[config.mk]
export PLATFORM = sky130hd
export DESIGN_NAME = sdclk_divider
export DESIGN_NICKNAME = d
export VERILOG_FILES = /design/src/rtl/sdclk_pkg.sv /design/src/rtl/sdclk_ctrl_reg.sv /design/src/rtl/sdclk_ratio_decode.sv /design/src/rtl/sdclk_phase_gen.sv /design/src/rtl/sdclk_divider.sv
export SDC_FILE = /design/constraint.sdc
export NUM_CORES = 1
export LEC_CHECK = 0
export BUFFER_PORTS_ARGS = -buffer_cell sky130_fd_sc_hd__buf_4
export CAP_MARGIN = 15
export CORE_MARGIN = 2
export CORE_UTILIZATION = 25
export CTS_CLUSTER_SIZE = 40
export DETAILED_ROUTE_END_ITERATION = 8
export HOLD_SLACK_MARGIN = 0.12
export PLACE_DENSITY = 0.51
export SYNTH_ARGS = -nofsm -noshare
export SYNTH_HDL_FRONTEND = slang
export SYNTH_SLANG_ARGS = --single-unit
[constraint.sdc]
create_clock -name clk -period 3.16 [get_ports clk]
set_input_delay 0.948 -clock clk [delete_from_list [all_inputs] [get_ports clk]]
set_output_delay 0.948 -clock clk [all_outputs]
set_load 0.1 [all_outputs]
[src/rtl/sdclk_pkg.sv]
package sdclk_pkg;

    // control word geometry; bit positions are decoded by software and by the divider
    localparam int CTRL_W       = 32;
    localparam int SEL_LO       = 0;   // first of the one-hot ratio bits
    localparam int SEL_N        = 8;   // one-hot bits for divide by 4 .. 512
    localparam int CLK_EN_BIT   = 8;
    localparam int IDLE_OFF_BIT = 9;
    localparam int BYPASS_BIT   = 10;
    localparam int SLOW_BIT     = 16;

    // ratio expressed as an exponent: divide by 2**exp, exp 0 means undivided
    localparam int EXP_MAX = 10;
    localparam int EXP_W   = $clog2(EXP_MAX + 1);
    localparam int HALF_W  = EXP_MAX;

    typedef logic [EXP_W-1:0]  ratio_exp_t;
    typedef logic [HALF_W-1:0] half_cnt_t;

    typedef struct packed {
        logic             clk_on;
        logic             idle_gate;
        logic             bypass;
        logic             slow;
        logic [SEL_N-1:0] sel;
    } ctrl_fields_t;

    function automatic ctrl_fields_t unpack_ctrl(input logic [CTRL_W-1:0] w);
        ctrl_fields_t f;
        f.clk_on    = w[CLK_EN_BIT];
        f.idle_gate = w[IDLE_OFF_BIT];
        f.bypass    = w[BYPASS_BIT];
        f.slow      = w[SLOW_BIT];
        f.sel       = w[SEL_LO +: SEL_N];
        return f;
    endfunction

    // terminal count of one half period for a given exponent (half length minus one)
    function automatic half_cnt_t half_last(input ratio_exp_t e);
        if (e == '0)
            return '0;
        return (half_cnt_t'(1) << (e - ratio_exp_t'(1))) - half_cnt_t'(1);
    endfunction

endpackage

[src/rtl/sdclk_ctrl_reg.sv]
module sdclk_ctrl_reg
    import sdclk_pkg::*;
(
    input  logic              clk,
    input  logic              rst,
    input  logic              wr_en,
    input  logic [CTRL_W-1:0] wr_data,
    output logic [CTRL_W-1:0] ctrl_word,
    output ctrl_fields_t      fields
);

    always_ff @(posedge clk) begin
        if (rst)
            ctrl_word <= '0;
        else if (wr_en)
            ctrl_word <= wr_data;
    end

    assign fields = unpack_ctrl(ctrl_word);

endmodule

[src/rtl/sdclk_ratio_decode.sv]
module sdclk_ratio_decode
    import sdclk_pkg::*;
#(
    parameter bit ALLOW_SLOW = 1'b1
) (
    input  ctrl_fields_t fields,
    input  logic         bus_idle,
    output logic         run,
    output ratio_exp_t   want_exp
);

    ratio_exp_t cand [SEL_N];
    ratio_exp_t slow_exp;

    for (genvar i = 0; i < SEL_N; i++) begin : g_sel
        assign cand[i] = ratio_exp_t'(i + 2);
    end

    if (ALLOW_SLOW) begin : g_slow_full
        assign slow_exp = ratio_exp_t'(EXP_MAX);
    end else begin : g_slow_cap
        assign slow_exp = ratio_exp_t'(EXP_MAX - 1);
    end

    // ascending scan: the highest set one-hot bit wins, the slow bit outranks all
    always_comb begin
        want_exp = fields.bypass ? ratio_exp_t'(0) : ratio_exp_t'(1);
        for (int i = 0; i < SEL_N; i++) begin
            if (fields.sel[i])
                want_exp = cand[i];
        end
        if (fields.slow)
            want_exp = slow_exp;
    end

    assign run = fields.clk_on & ~(fields.idle_gate & bus_idle);

endmodule

[src/rtl/sdclk_phase_gen.sv]
module sdclk_phase_gen
    import sdclk_pkg::*;
(
    input  logic       clk,
    input  logic       rst,
    input  logic       run,
    input  ratio_exp_t want_exp,
    output ratio_exp_t act_exp,
    output logic       div_q,
    output logic       pass_gate,
    output logic       card_clk
);

    half_cnt_t cnt;
    logic      at_end;
    logic      bypass_mode;

    assign bypass_mode = (act_exp == '0);
    assign at_end      = (cnt == half_last(act_exp));

    always_ff @(posedge clk) begin
        if (rst) begin
            div_q   <= 1'b0;
            cnt     <= '0;
            act_exp <= ratio_exp_t'(1);
        end else if (bypass_mode) begin
            // host-rate mode: divided path parked low, leave on stop or ratio change
            div_q <= 1'b0;
            cnt   <= '0;
            if (!run || want_exp != '0)
                act_exp <= want_exp;
        end else if (div_q) begin
            // a high phase always completes at its own length
            if (at_end) begin
                div_q <= 1'b0;
                cnt   <= '0;
            end else begin
                cnt <= cnt + 1'b1;
            end
        end else if (!run) begin
            // parked low: track the programmed ratio, restart with a full low phase
            cnt     <= '0;
            act_exp <= want_exp;
        end else if (at_end) begin
            // end of a low phase: the only place the ratio is adopted
            cnt     <= '0;
            act_exp <= want_exp;
            div_q   <= (want_exp != '0);
        end else begin
            cnt <= cnt + 1'b1;
        end
    end

    // gate for the undivided path changes only while clk is low
    always_ff @(negedge clk) begin
        if (rst)
            pass_gate <= 1'b0;
        else
            pass_gate <= run && bypass_mode;
    end

    assign card_clk = div_q | (clk & pass_gate);

endmodule

[src/rtl/sdclk_divider.sv]
module sdclk_divider
    import sdclk_pkg::*;
#(
    parameter bit ALLOW_DIV1024 = 1'b1
) (
    input  logic              clk,
    input  logic              rst,
    input  logic              cfg_we,
    input  logic [CTRL_W-1:0] cfg_wdata,
    output logic [CTRL_W-1:0] cfg_rdata,
    input  logic              bus_idle,
    output logic              card_clk
);

    ctrl_fields_t fields;
    logic         run;
    ratio_exp_t   want_exp;
    ratio_exp_t   act_exp;
    logic         div_q;
    logic         pass_gate;

    sdclk_ctrl_reg u_reg (
        .clk       (clk),
        .rst       (rst),
        .wr_en     (cfg_we),
        .wr_data   (cfg_wdata),
        .ctrl_word (cfg_rdata),
        .fields    (fields)
    );

    sdclk_ratio_decode #(
        .ALLOW_SLOW (ALLOW_DIV1024)
    ) u_dec (
        .fields   (fields),
        .bus_idle (bus_idle),
        .run      (run),
        .want_exp (want_exp)
    );

    sdclk_phase_gen u_gen (
        .clk       (clk),
        .rst       (rst),
        .run       (run),
        .want_exp  (want_exp),
        .act_exp   (act_exp),
        .div_q     (div_q),
        .pass_gate (pass_gate),
        .card_clk  (card_clk)
    );

endmodule

---- Yosys cells after proc, flatten, opt, wreduce, memory -nomap -nowiden ----
Cells that the tools add are included.
word-level totals
  flip-flop bits (word level) ............. 48
  bits in latches ......................... 0
  RAM bits ................................ 0
  bits in read-only memories .............. 0
  input port bits ......................... 36
  output and inout port bits .............. 33
  word-level logic and storage cells ...... 50
  memories ................................ 0
cells by class
  add/sub/neg operators ................... 3
  multiply operators ...................... 0
  div/mod/pow operators ................... 0
  $lt $le $gt $ge ......................... 0
  eq/ne operators ......................... 4
  shift operators ......................... 1
  muxes and demuxes ....................... 25
  bitwise operators ....................... 5
  reductions and logical operators ........ 7
operators with widths
  operator                                                              number
  4-bit two-way mux                                                     14
  10-bit two-way mux                                                    5
  10-bit by 1-bit adder with 10-bit output, second input constant       1
  10-bit == test                                                        1
  1-bit by 4-bit << shifter with 10-bit output, first input constant    1
  10-bit by 1-bit subtractor with 10-bit output, second input constant  1
  1-bit two-way mux                                                     6
  4-bit zero test                                                       1
  2-bit != test, second input constant                                  2
  4-bit nonzero test                                                    1
  4-bit by 1-bit subtractor with 4-bit output, second input constant    1
  1-bit AND                                                             3
  3-bit != test, second input constant                                  1
  3-bit AND reduction                                                   1
  2-bit OR reduction                                                    1
  1-bit logical AND                                                     1
  1-bit zero test                                                       1
  1-bit logical OR                                                      1
  1-bit NOT                                                             1
  1-bit bitwise OR                                                      1

---- Longest topological paths before layout ----
Gate-level depths: netlist of the first run.
  word-level depth ........................ 14
  gate-level depth with buffers ........... 13
  gate-level depth less buffers ........... 10

---- Cells and area by module ----
A second synthesis of the first run with hierarchy kept.
unflattened totals
  cell total of the unflattened synthesis .. 306
  area total of the unflattened synthesis .. 2,682.6 um^2
by module, submodules not included
  module              times used  cells each  area each (um^2)  seq. area each (um^2)
  sdclk_phase_gen     1           175         1,325.0           320.3
  sdclk_ctrl_reg      1           115         1,253.7           640.6
  sdclk_ratio_decode  1           16          103.8             0.0

==> results.toml, run 1 <==
[floorplan]
dieArea_sq_um = 10300
core_sq_um = 9240
num_rows = 35
die_x_um = 101
start_util = 0.257
ios = 69
die_y_um = 101

[min_path]
hp-class = "flop to flop"
min_from = "u_reg.ctrl_word[29]$_SDFFE_PP0P_"

[grt]
grt_pass1_wl_um = 9960
grt_max_degree = 38
grt_usage = 0.122
grt_pass1_vias = 2121
grt_overflow = 0
antenna_found_initial = 0

[logic_synthesis]
ys_warn_count = 0
avgSynthCellArea_sq_um = 8.87
synth-main-ff-cell = "dfxtp_1"
synth_cell_type_count = 56
async_flop_share = 0
syn_nets = 306
netlist_instances = 268
syn-cell-area_sq_um = 2380
synth_edf_count = 0
yosysSeqAreaShare = 0.404
ys_ff_latch = 48

[setup_path]
critical-path-top-delay-family = "flip-flops"
cpPeakStageDelay_ps = 300
crit_slowest_cell = "dfxtp_1"
crit_required_ps = 2210
cp_cell_sequence = "a21o_4 -> buf_12"
worst-path-buf-inv = 1
worstSetupPathType = "flop to output pin"
r2r_start = "u_gen.act_exp[0]$_SDFFE_PP1P_"
worst_ep_arrival_time_ps = 2740
endpoint_kind = "output pin"
start_kind = "flop"
cp_max_fo = 1
startpoint = "u_gen.pass_gate$_SDFF_NP0_"

[sta]
tightest_slew_ps = 537
fin_ws_ps = -528
maxSlewViolCount = 0
slew_headroom = 0.642
finClkSkew_ps = 79.7
setup_viol = 1
rsz0062_at_grt = "yes"
setup_tns_ps = -528
hold_violations = 0

[pwr]
power_mw = 1.65
vdd_ir_drop_max_uv = 243
power.density_nw_per_um2 = 517
leakagePower_nw = 1.38

[clock_tree]
post_cts_buffers = 0
path_clk_slew_ps = 80
cts.hold.buffers_added = 0
cts_tree = "done"
clk_latency_ps = 480

[final_layout]
fillers = 966
area_growth_syn_to_layout_pct = 34.3
antennaDiodeCount = 0
final_nets = 379
layout_common_cells = "buf_4, nor2_1, dfxtp_1"
drive_gt1_frac = 0.290
layout_commonest_cell = "buf_4"
fin_cells = 470

[routing]
route.detailed.drc = 0
routed_wirelength_um = 5830
ant_nets = 0
detail_route.wl_per_cell_um = 12.4
routed_via_density = 4.54
drt_iter0_markers = 85
first_pass_iters = 4
vias = 2136

[outcome]
violations = "negative setup slack"
outcome = "finished with violations"

[place]
io_buffer_count = 68
globalplace.congestion = 0.801
pre_cts_slack_ps = -62.0
dpl.hpwl_um = 4200
dp_cells = 460

[job]
maxCapViolations = 0
-- path summary, 6_finish.rpt --
kind | slack [ps] | to | depth (start not counted)
worst max-delay path | -530 | card_clk | 2
worst min-delay path | 500 | u_reg.ctrl_word[29]$_SDFFE_PP0P_ | 2
worst max register to register | 300 | u_gen.act_exp[2]$_SDFFE_PP0P_ | 10
worst min register to register | 500 | u_reg.ctrl_word[29]$_SDFFE_PP0P_ | 2
-- report_power, final --
part / switching [mW] / internal (mW) / leakage (nW)
combinational: 0.347 / 0.185 / 0.903
sequential: 0.0247 / 0.636 / 0.395
clock: 0.221 / 0.235 / 0.0806
-- metal layers --
layer  global-route usage  up-vias  share of wire
li1                     -     1081              -
met1                0.150      972           0.45
met2                0.185       71           0.45
met3               0.0497       12          0.080
met4               0.0624        0          0.024
met5                    0        -              0
-- Yosys cell counts, types with 3 or more instances --
library cell,count,share of area
buf_1,4,0.0063
clkbuf_1,5,0.0079
buf_2,5,0.011
dfxtp_1,48,0.40
nand3_1,6,0.013
nor2_1,56,0.088
o31ai_1,3,0.0095
o211ai_1,5,0.016
nor2b_1,5,0.013
o21ai_0,6,0.013
xnor2_1,5,0.018
a21oi_1,11,0.023
nor3b_1,3,0.0095
xor2_1,7,0.026
inv_1,7,0.011
nand2_1,10,0.016
mux2i_1,32,0.13
-- area by class of cell --
class                   instances  area [sq um]  share of cell area
clock inverters                 2          8.76             0.00275
clock buffers                  10           134              0.0420
flip-flops and latches         48           963               0.302
inverters                       7          26.3             0.00824
repair buffers                 79           593               0.186
multi-input cells             195          1300               0.409
well taps                     129           161              0.0506
-- stage by stage --
step                       util  hold slack, ps  instance area (sq um)
after floorplan               -             467                   2390
after global placement    0.331             473                   3060
after detailed placement  0.331             482                   3060
after CTS                 0.345             504                   3190
after global routing      0.345             543                   3190
final                     0.345             498                   3190
-- what timing repair did --
action / CTS / global route
pin swaps: 0 / 0
endpoints found under the setup margin: 1 / 1
gates resized for setup: 3 / 0
-- flip-flops by register name, indices dropped and copies added, names as in the netlist --
register and flops:
u_gen.pass_gate 1, u_gen.cnt 10, u_gen.act_exp 4, u_gen.div_q 1, u_reg.ctrl_word 32
-- worst register-to-register path: stages, from the launching register on --
cell,delay [ps]
dfxtp_1,330
nor2b_1,280
nand2_1,100
ha_1,330
nor3b_1,200
o21a_1,190
o311a_1,350
a311oi_2,260
nand4_2,250
a221o_1,380
a21oi_2,120
-- cell families after synthesis --
| family | Yosys count | share of synthesized area |
|---|---|---|
| DFF | 48 | 0.404 |
| and+or+nand+nor | 100 | 0.205 |
| muxes | 32 | 0.135 |
| buffers and inverters | 25 | 0.0500 |
| AOI/OAI and AO/OA | 49 | 0.151 |
| xor gates and xnor gates | 12 | 0.0442 |
| adders and majority gates | 2 | 0.0105 |
No activity file was read; power rests on OpenSTA's default activity.
==> inputs of run 2 (changes only) <==
Settings changed: ABC_AREA set to 1, SYNTH_HIERARCHICAL set to 1.
==> results.toml, run 2 <==
[logic_synthesis]
synth_top_area_cell = "dfxtp_1"
ys_top_cells_by_area = "dfxtp_1, nand2_1, nor2_1"
synthMuxAreaShare = 0
yosysSeqAreaShare = 0.360
async_flop_share = 0
netlist_instances = 421
ys_top_cells_by_count = "nand2_1, nor2_1, inv_1"
synth-main-ff-cell = "dfxtp_1"
ys_ff_latch = 48
synth_fa_ha_area_frac = 0.00937
yosys.area.top_type_share = 0.360
synth_compound_area_frac = 0.0468
synth_top_family_by_area = "simple AND/OR/NAND/NOR gates"
avgSynthCellArea_sq_um = 6.35
yosys.area_share.simple = 0.400
synth-xor-area-share = 0.0131
syn_nets = 459
ys_warn_count = 6
synth_cell_type_count = 29
syn-cell-area_sq_um = 2670
yosysMostFrequentCell = "nand2_1"
synth_edf_count = 0

[final_layout]
drive_gt1_frac = 0.207
final_nets = 516
layout_common_cells = "nand2_1, nor2_1, buf_4"
largest_reg_flops = 32
layout_commonest_cell = "nand2_1"
area_growth_syn_to_layout_pct = 25.1
largest-register = "u_reg/ctrl_word"
reg_top3 = "u_reg/ctrl_word (32), u_gen/cnt (10), u_gen/act_exp (4)"
fin_cells = 615
antennaDiodeCount = 0
final_area_sq_um = 3340

[routing]
routed_wirelength_um = 6320
routed_via_density = 4.04
ant_nets = 0
vias = 2483
drt_iter0_markers = 90
first_pass_iters = 4
detail_route.wl_per_cell_um = 10.3
route.detailed.drc = 0

[pwr]
leakagePower_nw = 1.75
switching_power_mw = 0.667
combPwrFrac = 0.310
power.density_nw_per_um2 = 534
p_sw_frac = 0.374
p_int_mw = 1.12
clock_power_share = 0.311
vdd_ir_drop_max_uv = 211
pwr-share-seq = 0.379

[sta]
maxSlewViolCount = 0
fin_ws_ps = -444
finClkSkew_ps = 75.6
slew_headroom = 0.577
tightest_slew_ps = 634
rsz0062_at_grt = "yes"
setup_viol = 2
hold_violations = 0

[clock_tree]
clk_latency_ps = 480
path_clk_slew_ps = 90
cts.hold.buffers_added = 0
cts_tree = "done"
post_cts_buffers = 0

[place]
dpl.hpwl_um = 4620
globalplace.congestion = 0.858
pre_cts_slack_ps = -68.0
place_area_sq_um = 3180
dp_cells = 604
io_buffer_count = 68

[grt]
antenna_found_initial = 0
grt_usage = 0.118
grt_max_degree = 65
grt_overflow = 0
grt_pass1_wl_um = 11000
grt_pass1_vias = 2408

[setup_path]
endpoint_kind = "output pin"
crit_required_ps = 2210
worst_ep_arrival_time_ps = 2660
cp_max_fo = 1
worstSetupPathType = "flop to output pin"
start_kind = "flop"

[outcome]
outcome = "finished with violations"
violations = "negative setup slack"

[job]
maxCapViolations = 0

[floorplan]
core_sq_um = 10400
dieArea_sq_um = 11500
start_util = 0.258
ios = 69
num_rows = 37
die_y_um = 107
die_x_um = 107

[min_path]
hp-class = "flop to flop"
run 2: changes by cell type after synthesis, sizes merged, moves of 5 or more:
cell    delta
nand2    +113
inv       +58
nor2      +37
mux2i     -32
nand3     +17
buf       +12
clkbuf     -5
nor2b      -5
xnor2      -5
run 2: layout make-up:
cell class,count,area [sq um]
Tap cell,136,170
Sequential cell,48,963
Clock inverter,3,38.8
Inverter,66,248
Fill cell,1162,7030
Clock buffer,10,134
Multi-Input combinational cell,282,1260
Timing Repair Buffer,70,526
run 2: cells by family (layout without fill, tap and decap cells):
logic type / Yosys count / count (layout)
AOI/OAI and AO/OA: 21 / 21
xor gates and xnor gates: 4 / 4
adders and majority gates: 2 / 2
buffers and inverters: 91 / 149
DFF: 48 / 48
and+or+nand+nor: 255 / 255
run 2: worst paths after layout:
kind	from	to	slack, ps	cells past startpoint
setup reg to reg	u_gen/act_exp[2]$_SDFFE_PP0P_	u_gen/pass_gate$_SDFF_NP0_	510	3
hold / removal	u_reg/ctrl_word[15]$_SDFFE_PP0P_	u_reg/ctrl_word[15]$_SDFFE_PP0P_	480	2
hold reg to reg	u_reg/ctrl_word[15]$_SDFFE_PP0P_	u_reg/ctrl_word[15]$_SDFFE_PP0P_	480	2
setup / recovery	u_gen/pass_gate$_SDFF_NP0_	card_clk	-440	3
run 2: power by group through the flow:
stage          Sequential (mW)  Combinational [mW]  Clock (mW)
2_1_floorplan            0.881               0.259     0.00823
3_5_place_dp             0.690               0.553     0.00889
6_report                 0.676               0.553       0.554
3_3_place_gp             0.688               0.550     0.00889
5_1_grt                  0.683               0.607       0.606
4_1_cts                  0.677               0.555       0.581
run 2: routing by layer:
metal	GRT usage	up-vias	wire [um]
li1	-	1366	-
met1	0.146	1057	2990
met2	0.179	53	2720
met3	0.0581	7	533
met4	0.0394	0	80
met5	0	-	0
run 2: per-stage QoR:
step,hold WS (ps),setup TNS (ps),util,power (mW)
final,476,-444,0.322,1.78
after global routing,491,-488,0.322,1.90
after CTS,479,-461,0.322,1.81
after detailed placement,464,-68.0,0.306,1.25
after global placement,458,-47.8,0.306,1.25
after floorplan,464,0,-,1.15
run 2: timing repair:
action | 4_1_cts | 5_1_grt
pin swaps | 0 | 0
gates resized for setup | 5 | 0
setup endpoints to repair | 2 | 2
run 2: critical path: stages, from the launching register on:
cell	delay, ps
dfxtp_2	320
nand2_2	50
nand2_4	60
buf_12	170
